## config.mk

```make
export PLATFORM = sky130hd
export DESIGN_NAME = imm_target_unit
export DESIGN_NICKNAME = d
export VERILOG_FILES = /design/src/rtl/imm_pkg.sv /design/src/rtl/imm_shape_sel.sv /design/src/rtl/imm_bit_mux.sv /design/src/rtl/imm_target_add.sv /design/src/rtl/imm_target_unit.sv
export SDC_FILE = /design/constraint.sdc
export NUM_CORES = 1
export LEC_CHECK = 0
export CORE_ASPECT_RATIO = 0.9
export CORE_UTILIZATION = 25
export DETAILED_ROUTE_END_ITERATION = 8
export DONT_BUFFER_PORTS = 1
export MAX_ROUTING_LAYER = met4
export SLEW_MARGIN = 40
export SYNTH_ARGS = -nofsm -noshare
export SYNTH_HDL_FRONTEND = slang
export SYNTH_SLANG_ARGS = --single-unit
```

## constraint.sdc

```tcl
create_clock -name clk -period 0.8 [get_ports clk]
set_input_delay 0.2 -clock clk [delete_from_list [all_inputs] [get_ports clk]]
set_output_delay 0.2 -clock clk [all_outputs]
set_load 0.02 [all_outputs]
```

## src/rtl/imm_pkg.sv

```systemverilog
package imm_pkg;

   typedef enum logic [2:0] {
      SHP_NONE = 3'd0,
      SHP_I    = 3'd1,
      SHP_S    = 3'd2,
      SHP_B    = 3'd3,
      SHP_U    = 3'd4,
      SHP_J    = 3'd5
   } imm_shape_e;

   localparam logic [6:0] OPC_ALU_IMM = 7'b0010011;
   localparam logic [6:0] OPC_LOAD    = 7'b0000011;
   localparam logic [6:0] OPC_JALR    = 7'b1100111;
   localparam logic [6:0] OPC_STORE   = 7'b0100011;
   localparam logic [6:0] OPC_BRANCH  = 7'b1100011;
   localparam logic [6:0] OPC_LUI     = 7'b0110111;
   localparam logic [6:0] OPC_AUIPC   = 7'b0010111;
   localparam logic [6:0] OPC_JAL     = 7'b1101111;
   localparam logic [6:0] OPC_SYSTEM  = 7'b1110011;

   localparam int INSN_W  = 32;
   localparam int UIMM_W  = 5;

endpackage

```

## src/rtl/imm_shape_sel.sv

```systemverilog
module imm_shape_sel
   import imm_pkg::*;
(
   input  logic [6:0]  opcode,
   output imm_shape_e  shape,
   output logic        is_system
);

   always_comb begin
      unique case (opcode)
         OPC_ALU_IMM, OPC_LOAD, OPC_JALR: shape = SHP_I;
         OPC_STORE:                       shape = SHP_S;
         OPC_BRANCH:                      shape = SHP_B;
         OPC_LUI, OPC_AUIPC:              shape = SHP_U;
         OPC_JAL:                         shape = SHP_J;
         default:                         shape = SHP_NONE;
      endcase
   end

   assign is_system = (opcode == OPC_SYSTEM);

endmodule

```

## src/rtl/imm_bit_mux.sv

```systemverilog
module imm_bit_mux
   import imm_pkg::*;
#(
   parameter int XLEN = 32
) (
   input  logic [INSN_W-1:7] ins,
   input  imm_shape_e        shape,
   output logic [XLEN-1:0]   imm
);

   logic sel_i, sel_s, sel_b, sel_u, sel_j, sel_sx, sel_any;

   assign sel_i   = (shape == SHP_I);
   assign sel_s   = (shape == SHP_S);
   assign sel_b   = (shape == SHP_B);
   assign sel_u   = (shape == SHP_U);
   assign sel_j   = (shape == SHP_J);
   assign sel_sx  = sel_i | sel_s | sel_b | sel_j;
   assign sel_any = sel_sx | sel_u;

   // Each result bit picks from at most three fixed instruction bits.
   for (genvar k = 0; k < XLEN; k++) begin : g_bit
      if (k == 0) begin : g_b0
         assign imm[k] = (sel_i & ins[20]) | (sel_s & ins[7]);
      end else if (k < 5) begin : g_lo
         assign imm[k] = ((sel_i | sel_j) & ins[20+k])
                       | ((sel_s | sel_b) & ins[7+k]);
      end else if (k < 11) begin : g_mid
         assign imm[k] = sel_sx & ins[20+k];
      end else if (k == 11) begin : g_b11
         assign imm[k] = ((sel_i | sel_s) & ins[31])
                       | (sel_b & ins[7])
                       | (sel_j & ins[20]);
      end else if (k < 20) begin : g_up
         assign imm[k] = ((sel_i | sel_s | sel_b) & ins[31])
                       | ((sel_u | sel_j) & ins[k]);
      end else if (k < 31) begin : g_top
         assign imm[k] = (sel_u & ins[k]) | (sel_sx & ins[31]);
      end else begin : g_sign
         assign imm[k] = sel_any & ins[31];
      end
   end

endmodule

```

## src/rtl/imm_target_add.sv

```systemverilog
module imm_target_add #(
   parameter int XLEN = 32
) (
   input  logic [XLEN-1:0] base,
   input  logic [XLEN-1:0] offset,
   output logic [XLEN-1:0] sum
);

   assign sum = base + offset;

endmodule

```

## src/rtl/imm_target_unit.sv

```systemverilog
module imm_target_unit
   import imm_pkg::*;
#(
   parameter int XLEN        = 32,
   parameter bit CSR_UIMM_EN = 1'b1
) (
   input  logic            clk,
   input  logic            rst_n,
   input  logic            in_valid,
   input  logic [31:0]     instr,
   input  logic [XLEN-1:0] pc,
   output logic            out_valid,
   output logic [XLEN-1:0] imm_o,
   output logic [XLEN-1:0] target_o,
   output logic [XLEN-1:0] uimm_o
);

   localparam int UPAD_W = XLEN - UIMM_W;

   if (XLEN != 32 && XLEN != 64) begin : g_bad_xlen
      $error("imm_target_unit: XLEN must be 32 or 64");
   end

   imm_shape_e      shape;
   logic            is_system;
   logic [XLEN-1:0] imm_d;
   logic [XLEN-1:0] tgt_d;
   logic [XLEN-1:0] uimm_d;

   imm_shape_sel u_sel (
      .opcode    (instr[6:0]),
      .shape     (shape),
      .is_system (is_system)
   );

   imm_bit_mux #(.XLEN(XLEN)) u_mux (
      .ins   (instr[31:7]),
      .shape (shape),
      .imm   (imm_d)
   );

   imm_target_add #(.XLEN(XLEN)) u_add (
      .base   (pc),
      .offset (imm_d),
      .sum    (tgt_d)
   );

   if (CSR_UIMM_EN) begin : g_uimm
      assign uimm_d = is_system ? {{UPAD_W{1'b0}}, instr[19:15]} : '0;
   end else begin : g_no_uimm
      logic unused_sys;
      assign unused_sys = is_system;
      assign uimm_d     = '0;
   end

   always_ff @(posedge clk or negedge rst_n) begin
      if (!rst_n) begin
         out_valid <= 1'b0;
         imm_o     <= '0;
         target_o  <= '0;
         uimm_o    <= '0;
      end else begin
         out_valid <= in_valid;
         if (in_valid) begin
            imm_o    <= imm_d;
            target_o <= tgt_d;
            uimm_o   <= uimm_d;
         end
      end
   end

endmodule

```

==> Word level (Yosys, flattened, before mapping) <==
Index checks and enable logic that the tools add are counted.
{ "word_totals": {"register_bits": 97, "ramBits": 0, "word_cells": 97, "mem_count": 0, "in_bits": 67, "mem_bits_ro": 0, "latch_bits": 0, "output_inout_bits": 97} }
{ "op_classes": {"n_bitwise": 74, "n_eq_ne": 14, "muxes": 2, "div": 0, "multipliers": 0, "reduce_logical": 2, "n_addsub": 1, "shift": 0, "order_cmp": 0} }
{ "op_table": {"columns": ["operator", "n"], "rows": [
  ["1-bit bitwise AND", 41],
  ["1-bit bitwise OR", 33],
  ["32-bit adder", 1],
  ["7-bit == test (second input constant)", 4],
  ["3-bit one-hot mux with 5 select lines", 1],
  ["7-bit by 5-bit == test with 1-bit output (second input constant)", 2],
  ["7-bit by 6-bit == test with 1-bit output (second input constant)", 2],
  ["7-bit by 2-bit == test with 1-bit output (second input constant)", 1],
  ["3-bit by 2-bit == test with 1-bit output (second input constant)", 2],
  ["3-bit == test (second input constant)", 2],
  ["5-bit 2-to-1 mux", 1],
  ["3-bit by 1-bit == test with 1-bit output (second input constant)", 1],
  ["3-bit OR reduction", 1],
  ["2-bit OR reduction", 1]
]} }

==> Depth between registers and ports, before layout <==
Gate-level depths: netlist of the first run.
{ "logic_depth": {"word_depth": 10, "depth_mapped": 16, "depth_no_buf": 15} }

==> Modules after synthesis <==
Synthesis of the first run repeated with hierarchy kept, for this count alone.
{ "hier_totals": {"hier_cells": 498, "area_unflattened_um2": 5127.4} }
{ "modules_own_cells": {"columns": ["mod", "cells_per_inst", "seq_area_each_um2", "area_per_inst_um2", "n_inst"], "rows": [
  ["imm_target_unit", 185, 1751.7, 3012.9, 1],
  ["imm_target_add", 234, 0.0, 1645.3, 1],
  ["imm_bit_mux", 66, 0.0, 390.4, 1],
  ["imm_shape_sel", 13, 0.0, 78.8, 1]
]} }

==> Least setup slack after synthesis of the first run <==
OpenSTA, ideal clock, no wires.
{ "synth_path": {"kind": "input-to-reg", "start": "in instr[6]", "end": "reg target_o[18]", "path_buffers": 1, "required_ns": 0.658, "setup_slack_ns": -2.388, "setup_time_ns": 0.142, "t_arrival_ns": 3.045, "stages": 15, "cell_sequence": "buf_2 > or3_1 > a211oi_1 > nand2_1 > o21ai_0 > ha_1 > inv_1 > fa_1 > and2b_1 > o211ai_1 > a21boi_2 > o211ai_2 > a211oi_4 > a311o_1 > o221ai_1"} }
{ "synth_via": {"word_cells_on_any_way": 64, "classes_between": "add/sub (1); eq/ne (13); mux (1); bitwise (47); reduce/logical (2)"} }
{ "synth_lines": {"columns": ["item", "line", "source"], "rows": [
  ["start: declaration", "imm_target_unit.sv:10", "input logic [31:0] instr,"],
  ["7-bit by 5-bit == test with 1-bit output, or another cell as far along", "imm_shape_sel.sv:10", "unique case (opcode)"],
  ["3-bit OR reduction or 2-bit OR reduction (tied branches)", "imm_shape_sel.sv:10", null],
  ["3-bit one-hot mux with 5 select lines (*)", "imm_shape_sel.sv:10", null],
  ["3-bit by 1-bit == test with 1-bit output or 3-bit by 2-bit == test with 1-bit output (tied branches)", "imm_bit_mux.sv:13, imm_bit_mux.sv:14", null],
  ["1-bit bitwise AND", "imm_bit_mux.sv:24", "assign imm[k] = (sel_i & ins[20]) | (sel_s & ins[7]);"],
  ["1-bit bitwise OR (*)", "imm_bit_mux.sv:24", null],
  ["named net imm_d[0]", "imm_target_unit.sv:26", "logic [XLEN-1:0] imm_d;"],
  ["32-bit adder (*)", "imm_target_add.sv:9", "assign sum = base + offset;"],
  ["end signal: assignment", "imm_target_unit.sv:66", "target_o <= tgt_d;"],
  ["end: declaration", "imm_target_unit.sv:14", "output logic [XLEN-1:0] target_o,"]
]} }
Mark *: on every way through the listed nets, which the timed path passes. The rest lies on a longest branch.
A chain may end at the register's enable or synchronous reset.

==> Worst setup path in the final report of the first run <==
{ "layout_path": {"start": "in instr[2]", "end": "reg target_o[28]"} }
The elaborated chain is that of the path after synthesis.

==> summary.md, run 1 <==
| Metric | Value |
|---|---|
| Final worst slack | -1.98 ns |
| H-Tree Depth | 3 |
| EDFF count, synth | 0 |
| Setup WS pre-CTS | -2.47 ns |
| Gr usage total | between 10% and 20% |
| DRT Wirelength | around 19000 µm |
| Startpoint types | input port |
| Worst-case reg-to-reg path depth | 3 |
| Least-Margin Pin Slew | between 0.5 and 0.6 ns |
| Crit path time final | between 2 and 3 ns |
| Synth top area share | about a third |
| Placer Congestion | between 0.8 and 0.9 |
| Synthesized area | slightly above 0.005 mm² |
| Clk_skew | 0 ns |
| N_diodes | 0 |
| Top FF cell, synth | dfrtp_1 |
| Residual DRC count | 0 |
| Cell count after synthesis | 540 |
| Slew Viols, Final | 0 |
| Design area | 0.00885 mm² |
| # setup viols final | about 140 |
| MaxCap Viol Count | 0 |
| Initial core utilization | 25.7% |
| LEAKAGE | 4.15 nW |
| Synth warn | 0 |
| # hold bufs at CTS | 6 |
| Num rows | a little under 50 |
| Critical Path RT | between 1 and 1.5 ns |
| Ranking of synthesized cells by area | dfrtp_1, mux2_2, ha_1, buf_4, a21o_1 |
| Hold Slack | -0.457 ns |
| Post-route clock period utilization | 347% |
| Worst-path fanout max | 7 |
| Vias in the first global route | a little over 5000 |
| Routed len/inst | about 18 µm |
| Final Util | 44.0% |
| TritonCTS clock tree | built |
| Detail Placement HPWL | 13300 µm |
| Post-synth top area cell | dfrtp_1 |
| Post-synthesis cell type count | between 70 and 80 |
| Worst min-delay path class | input port to asynchronous set/reset pin |
| R2R Setup Slk | -0.29 ns |
| Core Area | around 0.020 mm² |
| Crit path arrival time | 3.00 ns |
| Asr flop ratio synth | 100% |
| Fmax | about 360 MHz |
| Area Growth Syn to Fin | 71.0% |
| Die X-Extent | between 150 and 200 µm |
| RSZ-0062 raised after global routing | true |
| Port bufs | 0 |
| Start of the worst register-to-register path | target_o[31]$_DFFE_PN0P_ |
| DR vias | between 5000 and 6000 |
| Max-slew headroom | between 60% and 70% |
| Commonest cells after routing, fill and taps aside | buf_4, buf_6, dfrtp_1, nand2_1, conb_1 |
| DRT antenna net count | 0 |
| Initial antenna violation count | 0 |
| CTS Buf Count | 9 |
| PD cells | approximately 1300 mW/mm² |
| Setup CP Type | input port to flop |
| Filler instances | 1844 |
| Worst R2R End | target_o[31]$_DFFE_PN0P_ |
| Global-route wire length before repair | around 28000 µm |
| DIE AREA | around 0.021 mm² |
| Root Buffer | clkbuf_16 |
| CTS Sinks | 70 |
| Setup TNS | -88.85 ns |
| Dpl cell area | slightly below 0.007 mm² |
| Failing checks | hold timing, setup timing |
| Status | complete, but fails checks |
| Net total in the final layout | around 890 |
| Ports | between 150 and 200 |
| Peak VDD IR | between 0.7 and 0.8 mV |
| Clk Latency, worst-skew pair | ~0.34 ns |
| Crit path capture type | flop |
| Commonest non-fill, non-tap cell in the layout | buf_4 |
| Largest net degree at the start of global routing | 77 |
| Via density | about 4.9 |
| Hold Fails Final Rpt | 70 |
| Detailed Routing Iterations Pass 1 | 4 |
| Syn_area_per_cell | approximately 9.6 µm² |
| Clock buffer depth | 2 |
| Sequential element share of the synthesized area | between 30 and 40% |
| Flop and latch count out of synthesis | 70 |
| Clock slew at reported path FFs | 0.07 ns |
| Remaining Overflow, GRT | 0 |
| Starting DRT DRC Count | 329 |
| Die height | 138 µm |
| Share of cells above drive strength 1 | between 50% and 60% |
-- stage by stage --
step	cells	total power (W)
finish	1050	0.0115
global route	1050	0.0120
CTS	1024	0.0114
detailed placement	967	0.00637
global placement	967	0.00635
floorplan	566	0.00552
-- cells by family after synthesis --
kind of cell | Yosys count | synth area share [%]
adder cells (fa/ha/maj) | 32 | 7.89
buffers and inverters | 66 | 7.09
AO/OA/AOI/OAI | 171 | 24.4
multiplexers | 46 | 10.1
AND/OR/NAND/NOR | 138 | 13.9
other | 1 | 0.0725
XOR/XNOR | 16 | 2.71
flip-flops | 70 | 33.9
-- cell type report --
type                    count  area [µm²]  share of cell area (%)
inverters                  16        61.3                   0.693
multi-input cells         430        3970                    44.9
clock buffers              10         239                    2.70
clock inverters             6        85.1                   0.962
flip-flops and latches     70        1750                    19.8
well taps                 255         319                    3.61
repair buffers            263        2420                    27.4
-- critical path: stages --
cell	delay [ns]
or3_4	0.40
a211oi_4	0.24
nand2_1	0.10
o21ai_2	0.10
ha_4	0.17
inv_2	0.04
fa_2	0.33
and2b_1	0.22
o211ai_1	0.11
a21boi_2	0.23
o211ai_4	0.14
a2111oi_4	0.46
a211o_1	0.20
o221ai_2	0.08
-- power by group --
group | switching, W | total (W) | internal, W
logic | 0.00140 | 0.00305 | 0.00166
clock network | 0.00168 | 0.00448 | 0.00281
registers | 0.000206 | 0.00400 | 0.00379
total | 0.00328 | 0.0115 | 0.00825
-- how the worst max path moves through the flow --
stage              from                       end  slack [ns]  cells past startpoint
5_1_grt        instr[2]  target_o[28]$_DFFE_PN0P_       -2.16                     14
3_5_place_dp   instr[2]  target_o[18]$_DFFE_PN0P_       -2.47                     15
3_3_place_gp   instr[2]  target_o[26]$_DFFE_PN0P_       -2.36                     15
4_1_cts        instr[2]  target_o[28]$_DFFE_PN0P_       -1.94                     14
2_1_floorplan  instr[6]  target_o[18]$_DFFE_PN0P_       -2.28                     15
6_report       instr[2]  target_o[28]$_DFFE_PN0P_       -1.98                     14
-- registers in the layout (all words and copies together), names as in the netlist --
signal     cells
target_o      32
uimm_o         5
imm_o         32
out_valid      1
-- cell usage after synthesis (14+ instances only) --
master,instances
dfrtp_1,70
nand2_1,39
buf_4,27
inv_1,15
o21ai_0,20
ha_1,31
a21oi_1,31
a21o_1,26
and2_1,14
nor2_1,21
nand3_1,14
mux2_2,45
-- layer usage --
metal | vias up | GRT usage [%] | share of wire (%)
li1 | 2465 | - | -
met1 | 2517 | 22.9 | 44
met2 | 154 | 26.2 | 47
met3 | 15 | 5.27 | 7.3
met4 | 0 | 5.89 | 1.5
met5 | - | - | 0
-- timing repair --
action                     4_1_cts  5_1_grt
hold endpoints to repair        77       73
gates resized for setup        167       68
setup endpoints to repair      134      139
setup buffers                   37       31
pin swaps                       46       46
(Power assumes the default switching activity.)
==> inputs of run 2 (changes only) <==
--- a/config.mk
+++ b/config.mk
@@ -10,7 +10,9 @@
 export DETAILED_ROUTE_END_ITERATION = 8
 export DONT_BUFFER_PORTS = 1
 export MAX_ROUTING_LAYER = met4
+export SETUP_SLACK_MARGIN = 0.3
 export SLEW_MARGIN = 40
 export SYNTH_ARGS = -nofsm -noshare
 export SYNTH_HDL_FRONTEND = slang
 export SYNTH_SLANG_ARGS = --single-unit
+export TNS_END_PERCENT = 30
==> summary.md, run 2 (synthesis gave the netlist of run 1 again) <==
| Metric | Value |
|---|---|
| TritonCTS clock tree | built |
| Core Area | 0.0201 mm² |
| Detail Placement HPWL | roughly 13000 µm |
| Clock buffer depth | 2 |
| Internal Power | between 0.007 and 0.008 W |
| PD cells | 1340 mW/mm² |
| LEAKAGE | approximately 3.9 nW |
| N_diodes | 0 |
| Share of cells above drive strength 1 | between 50% and 60% |
| Initial core utilization | between 20% and 30% |
| Slew Viols, Final | 0 |
| RSZ-0062 raised after global routing | true |
| Critical Path RT | just over 1 ns |
| Worst R2R End | target_o[30]$_DFFE_PN0P_ |
| Clk Latency, worst-skew pair | around 0.35 ns |
| Starting DRT DRC Count | between 200 and 250 |
| Area Growth Syn to Fin | 60.4% |
| Port bufs | 0 |
| Peak VDD IR | 0.903 mV |
| Failing checks | hold timing, setup timing |
| Start of the worst register-to-register path | target_o[30]$_DFFE_PN0P_ |
| Hold Fails Final Rpt | 76 |
| Hold Slack | -0.463 ns |
| Largest net degree at the start of global routing | 78 |
| Clk_skew | 0 ns |
| Global-route wire length before repair | approximately 28000 µm |
| Startpoint types | input port |
| DRT Wirelength | about 18000 µm |
| Detailed Routing Iterations Pass 1 | 4 |
| R2R Setup Slk | -0.18 ns |
| CTS Buf Count | 9 |
| Finished Layout Cells | slightly above 1000 |
| MaxCap Viol Count | 0 |
| Dpl cells | approximately 970 |
| Top Registers | imm_o x32, target_o x32, uimm_o x5 |
| Die height | around 140 µm |
| Worst-path fanout max | 7 |
| Setup CP Type | input port to flop |
| Vias in the first global route | just over 5000 |
| Die X-Extent | around 150 µm |
| Clock slew at reported path FFs | approximately 0.070 ns |
| CP startpoint | instr[2] |
| Remaining Overflow, GRT | 0 |
| DIE AREA | 0.0213 mm² |
| Root Buffer | clkbuf_16 |
| # setup viols final | 134 |
| Crit path time final | roughly 2.8 ns |
| Clock share of power | 39.2% |
| Residual DRC count | 0 |
| Commonest cells after routing, fill and taps aside | buf_4, buf_6, dfrtp_1, mux2_2, nand2_1 |
| DR vias | between 4000 and 5000 |
| Worst min-delay path class | input port to asynchronous set/reset pin |
| Sequential power share | around 36% |
| Worst-case reg-to-reg path depth | 2 |
| Num rows | 49 |
| Placer Congestion | 0.881 |
| Ports | 164 |
| Combinational power share | 24.9% |
| Via density | 4.89 |
| Critical Path Sink | target_o[18]$_DFFE_PN0P_ |
| Switching part of the total | roughly 31% |
| Routed len/inst | around 18 µm |
| Initial antenna violation count | 0 |
| CTS Sinks | 70 |
| Fmax | 352 MHz |
| Status | complete, but fails checks |
| Gr usage total | roughly 18% |
| Final worst slack | -2.04 ns |
| H-Tree Depth | 3 |
| Net total in the final layout | ~860 |
| P_sw | 0.00341 W |
| Crit path capture type | flop |
| Crit path arrival time | between 3 and 4 ns |
| Post-route clock period utilization | 355% |
| DRT antenna net count | 0 |
| Commonest non-fill, non-tap cell in the layout | buf_4 |
==> run 2: changes by cell type in the layout (fill, tap and decap cells not counted), sizes merged <==
cell / delta
nor2: +1
inv: +2
buf: -29
clkbuf: -1
bufinv: -1
dlygate4sd3: -6
==> run 2: final cells by class <==
class                           count  area (µm²)
Fill cell                        1953       11800
Multi-Input combinational cell    431        3740
Timing Repair Buffer              228        2110
Sequential cell                    70        1750
Tap cell                          255         319
Clock buffer                        9         225
Clock inverter                      7        82.6
Inverter                           16        61.3
==> run 2: timing repair <==
item | 4_1_cts | 5_1_grt
setup endpoints to repair | 139 | 139
endpoints found under the hold margin | 79 | 77
buffers inserted | 17 | 7
resized for setup | 131 | 60
gates cloned | 2 | 0
pin swaps | 25 | 26
==> run 2: power groups by stage <==
stage	Clock, W	Combinational [W]	Sequential (W)
2_1_floorplan	0	0.00122	0.00428
3_3_place_gp	0	0.00234	0.00401
3_5_place_dp	0	0.00236	0.00401
4_1_cts	0.00449	0.00263	0.00399
5_1_grt	0.00462	0.00297	0.00402
6_report	0.00435	0.00276	0.00399
==> run 2: how the worst min path moves through the flow <==
stage / from / end / slack [ns] / depth (start not counted)
after floorplan: rst_n / imm_o[0]$_DFFE_PN0P_ / -0.1 / 0
after global placement: rst_n / imm_o[29]$_DFFE_PN0P_ / -0.09 / 0
after detailed placement: rst_n / imm_o[29]$_DFFE_PN0P_ / -0.09 / 0
after CTS: rst_n / target_o[25]$_DFFE_PN0P_ / -0.48 / 0
after global routing: rst_n / target_o[25]$_DFFE_PN0P_ / -0.48 / 0
final: rst_n / target_o[25]$_DFFE_PN0P_ / -0.46 / 0
==> run 2: stage by stage <==
stage	TNS, ns	setup slack, ns	instance area [µm²]	total power (W)	utilization (%)
after detailed placement	-96.48	-2.46	6910	0.00637	34.4
after global placement	-95.14	-2.40	6910	0.00635	34.4
after CTS	-87.76	-1.97	7900	0.0111	39.3
after global routing	-95.88	-2.14	8290	0.0116	41.2
final	-89.77	-2.04	8290	0.0111	41.2
after floorplan	-78.09	-2.28	5370	0.00550	-
==> run 2: critical path: stages <==
cell and delay, ns:
or3_4 0.38, a211oi_2 0.24, nand2_1 0.12, o21ai_2 0.10
ha_2 0.23, inv_2 0.04, fa_2 0.34, and2b_1 0.23
o211ai_1 0.10, a21boi_2 0.23, o211ai_4 0.14, a211oi_4 0.22
buf_6 0.15, buf_12 0.11, a311o_1 0.17, o221ai_2 0.09
==> run 2: per-layer routing <==
metal  track usage, %  vias up  routed length, µm
met1             23.0     2425               8430
met5                -        -                  0
met4             4.42        0                344
met2             27.2      122               8350
met3             5.52       23               1100
li1                 -     2400                  -
==> inputs of run 3 (changes only) <==
--- a/config.mk
+++ b/config.mk
@@ -6,7 +6,9 @@
 export NUM_CORES = 1
 export LEC_CHECK = 0
 export CORE_ASPECT_RATIO = 0.9
+export CORE_MARGIN = 2
 export CORE_UTILIZATION = 25
+export CTS_CLUSTER_DIAMETER = 60
 export DETAILED_ROUTE_END_ITERATION = 8
 export DONT_BUFFER_PORTS = 1
 export MAX_ROUTING_LAYER = met4
==> summary.md, run 3 (synthesis gave the netlist of run 1 again) <==
| Metric | Value |
|---|---|
| R2R Setup Slk | -0.17 ns |
| RSZ-0062 raised after global routing | true |
| Post-route clock period utilization | 345% |
| DIE AREA | 0.0219 mm² |
| Commonest non-fill, non-tap cell in the layout | buf_4 |
| Slew Viols, Final | 0 |
| Net total in the final layout | 855 |
| Clk Latency, worst-skew pair | ~0.34 ns |
| Remaining Overflow, GRT | 0 |
| Crit path time final | 2.76 ns |
| Setup TNS | -90.18 ns |
| Routed len/inst | around 18 µm |
| Gr usage total | about 17% |
| LEAKAGE | just under 4 nW |
| Crit path capture type | flop |
| DRT Wirelength | around 18000 µm |
| Status | complete, but fails checks |
| CTS Buf Count | 9 |
| Vias in the first global route | ~5200 |
| CTS Sinks | 70 |
| Initial antenna violation count | 0 |
| DRT antenna net count | 0 |
| Area of the multi-input gates | 0.00379 mm² |
| DR vias | slightly below 5000 |
| Commonest cells after routing, fill and taps aside | buf_4, buf_6, dfrtp_1, mux2_2, nand2_1 |
| H-Tree Depth | 3 |
| Detail Placement HPWL | roughly 13000 µm |
| MaxCap Viol Count | 0 |
| Critical Path RT | just over 1 ns |
| CP startpoint | instr[2] |
| Top Registers | imm_o x32, target_o x32, uimm_o x5 |
| Global-route wire length before repair | 28000 µm |
| Area Growth Syn to Fin | 61.8% |
| Placer Congestion | 0.868 |
| Die X-Extent | roughly 160 µm |
| Worst-path fanout max | 7 |
| Register Area | between 0.0015 and 0.002 mm² |
| Residual DRC count | 0 |
| Worst min-delay path class | input port to asynchronous set/reset pin |
| Clock slew at reported path FFs | 0.07 ns |
| Starting DRT DRC Count | 297 |
| Startpoint types | input port |
| Num rows | 49 |
| Final worst slack | -1.96 ns |
| Port bufs | 0 |
| Worst-case reg-to-reg path depth | 2 |
| Hold Fails Final Rpt | between 70 and 80 |
| Ports | 164 |
| N_diodes | 0 |
| Initial core utilization | around a quarter |
| Share of cells above drive strength 1 | between 50 and 60% |
| Die height | about 140 µm |
| Peak VDD IR | 0.942 mV |
| TritonCTS clock tree | built |
| Setup WS pre-CTS | -2.43 ns |
| Final Util | about two fifths |
| Crit path arrival time | 2.99 ns |
| Clock buffer depth | 2 |
| Detailed Routing Iterations Pass 1 | 4 |
| Fmax | between 300 and 400 MHz |
| Largest net degree at the start of global routing | between 70 and 80 |
| Root Buffer | clkbuf_16 |
| Failing checks | hold timing, setup timing |
| Core Area | approximately 0.02 mm² |
| Setup CP Type | input port to flop |
| Dpl cell area | about 0.007 mm² |
| Start of the worst register-to-register path | target_o[31]$_DFFE_PN0P_ |
| PD cells | 1330 mW/mm² |
| Filler instances | about 1900 |
| Design area | approximately 0.0084 mm² |
| Hold Slack | -0.456 ns |
| Clk_skew | 0 ns |
| Via density | ~4.9 |
| Worst R2R End | target_o[31]$_DFFE_PN0P_ |
| # setup viols final | approximately 130 |
run 3: cell types whose count changed in the layout (fill, tap and decap cells not counted), sizes merged:
cell and delta:
clkbuf +1, nor2 -1
run 3: what timing repair did:
item	CTS	global route
resized for setup	143	56
pin swaps	20	25
setup endpoints to repair	139	139
setup buffers	16	5
gates cloned	0	1
endpoints found under the hold margin	84	83
run 3: report_power, final:
part           internal [W]  switching (W)
registers           0.00379       0.000213
logic               0.00149        0.00134
clock network       0.00246        0.00184
total               0.00775        0.00340
run 3: worst max-delay path by stage:
stage | to | slack [ns] | depth (start not counted)
after CTS | target_o[26]$_DFFE_PN0P_ | -1.98 | 15
after detailed placement | target_o[28]$_DFFE_PN0P_ | -2.43 | 14
after floorplan | target_o[18]$_DFFE_PN0P_ | -2.28 | 15
after global routing | target_o[30]$_DFFE_PN0P_ | -2.10 | 15
final | target_o[28]$_DFFE_PN0P_ | -1.96 | 15
after global placement | target_o[18]$_DFFE_PN0P_ | -2.39 | 15
run 3: cell type report:
cell class,count,area share (%)
multi-input cells,430,45.3
repair buffers,229,25.6
flip-flops and latches,70,21.0
well taps,255,3.81
clock buffers,9,2.69
clock inverters,7,0.987
inverters,16,0.733
run 3: worst max-delay path, stage by stage:
cell and delay (ns):
or3_4 0.39, a211oi_4 0.25, nand2_2 0.10, o21ai_2 0.08, ha_2 0.20, inv_2 0.04
fa_2 0.33, and2b_1 0.23, o211ai_1 0.10, a21boi_2 0.21, o211ai_4 0.14, a2111oi_4 0.32
buf_4 0.19, a211o_1 0.13, o221ai_2 0.08
run 3: stage by stage:
step / hold slack, ns / std cells / total power [W]
detailed placement: -0.0922 / 978 / 0.00641
finish: -0.456 / 1016 / 0.0111
floorplan: -0.0956 / 566 / 0.00550
global placement: -0.0914 / 978 / 0.00638
global route: -0.478 / 1016 / 0.0116
CTS: -0.474 / 1010 / 0.0112
run 3: per-layer routing:
metal | vias up | part of all wire (%) | GRT usage [%] | routed length (µm)
met1 | 2408 | 46 | 21.9 | 8390
met5 | - | 0 | - | 0
met2 | 132 | 46 | 26.4 | 8520
li1 | 2391 | - | - | -
met4 | 0 | 0.93 | 3.33 | 171
met3 | 16 | 6.8 | 5.54 | 1250
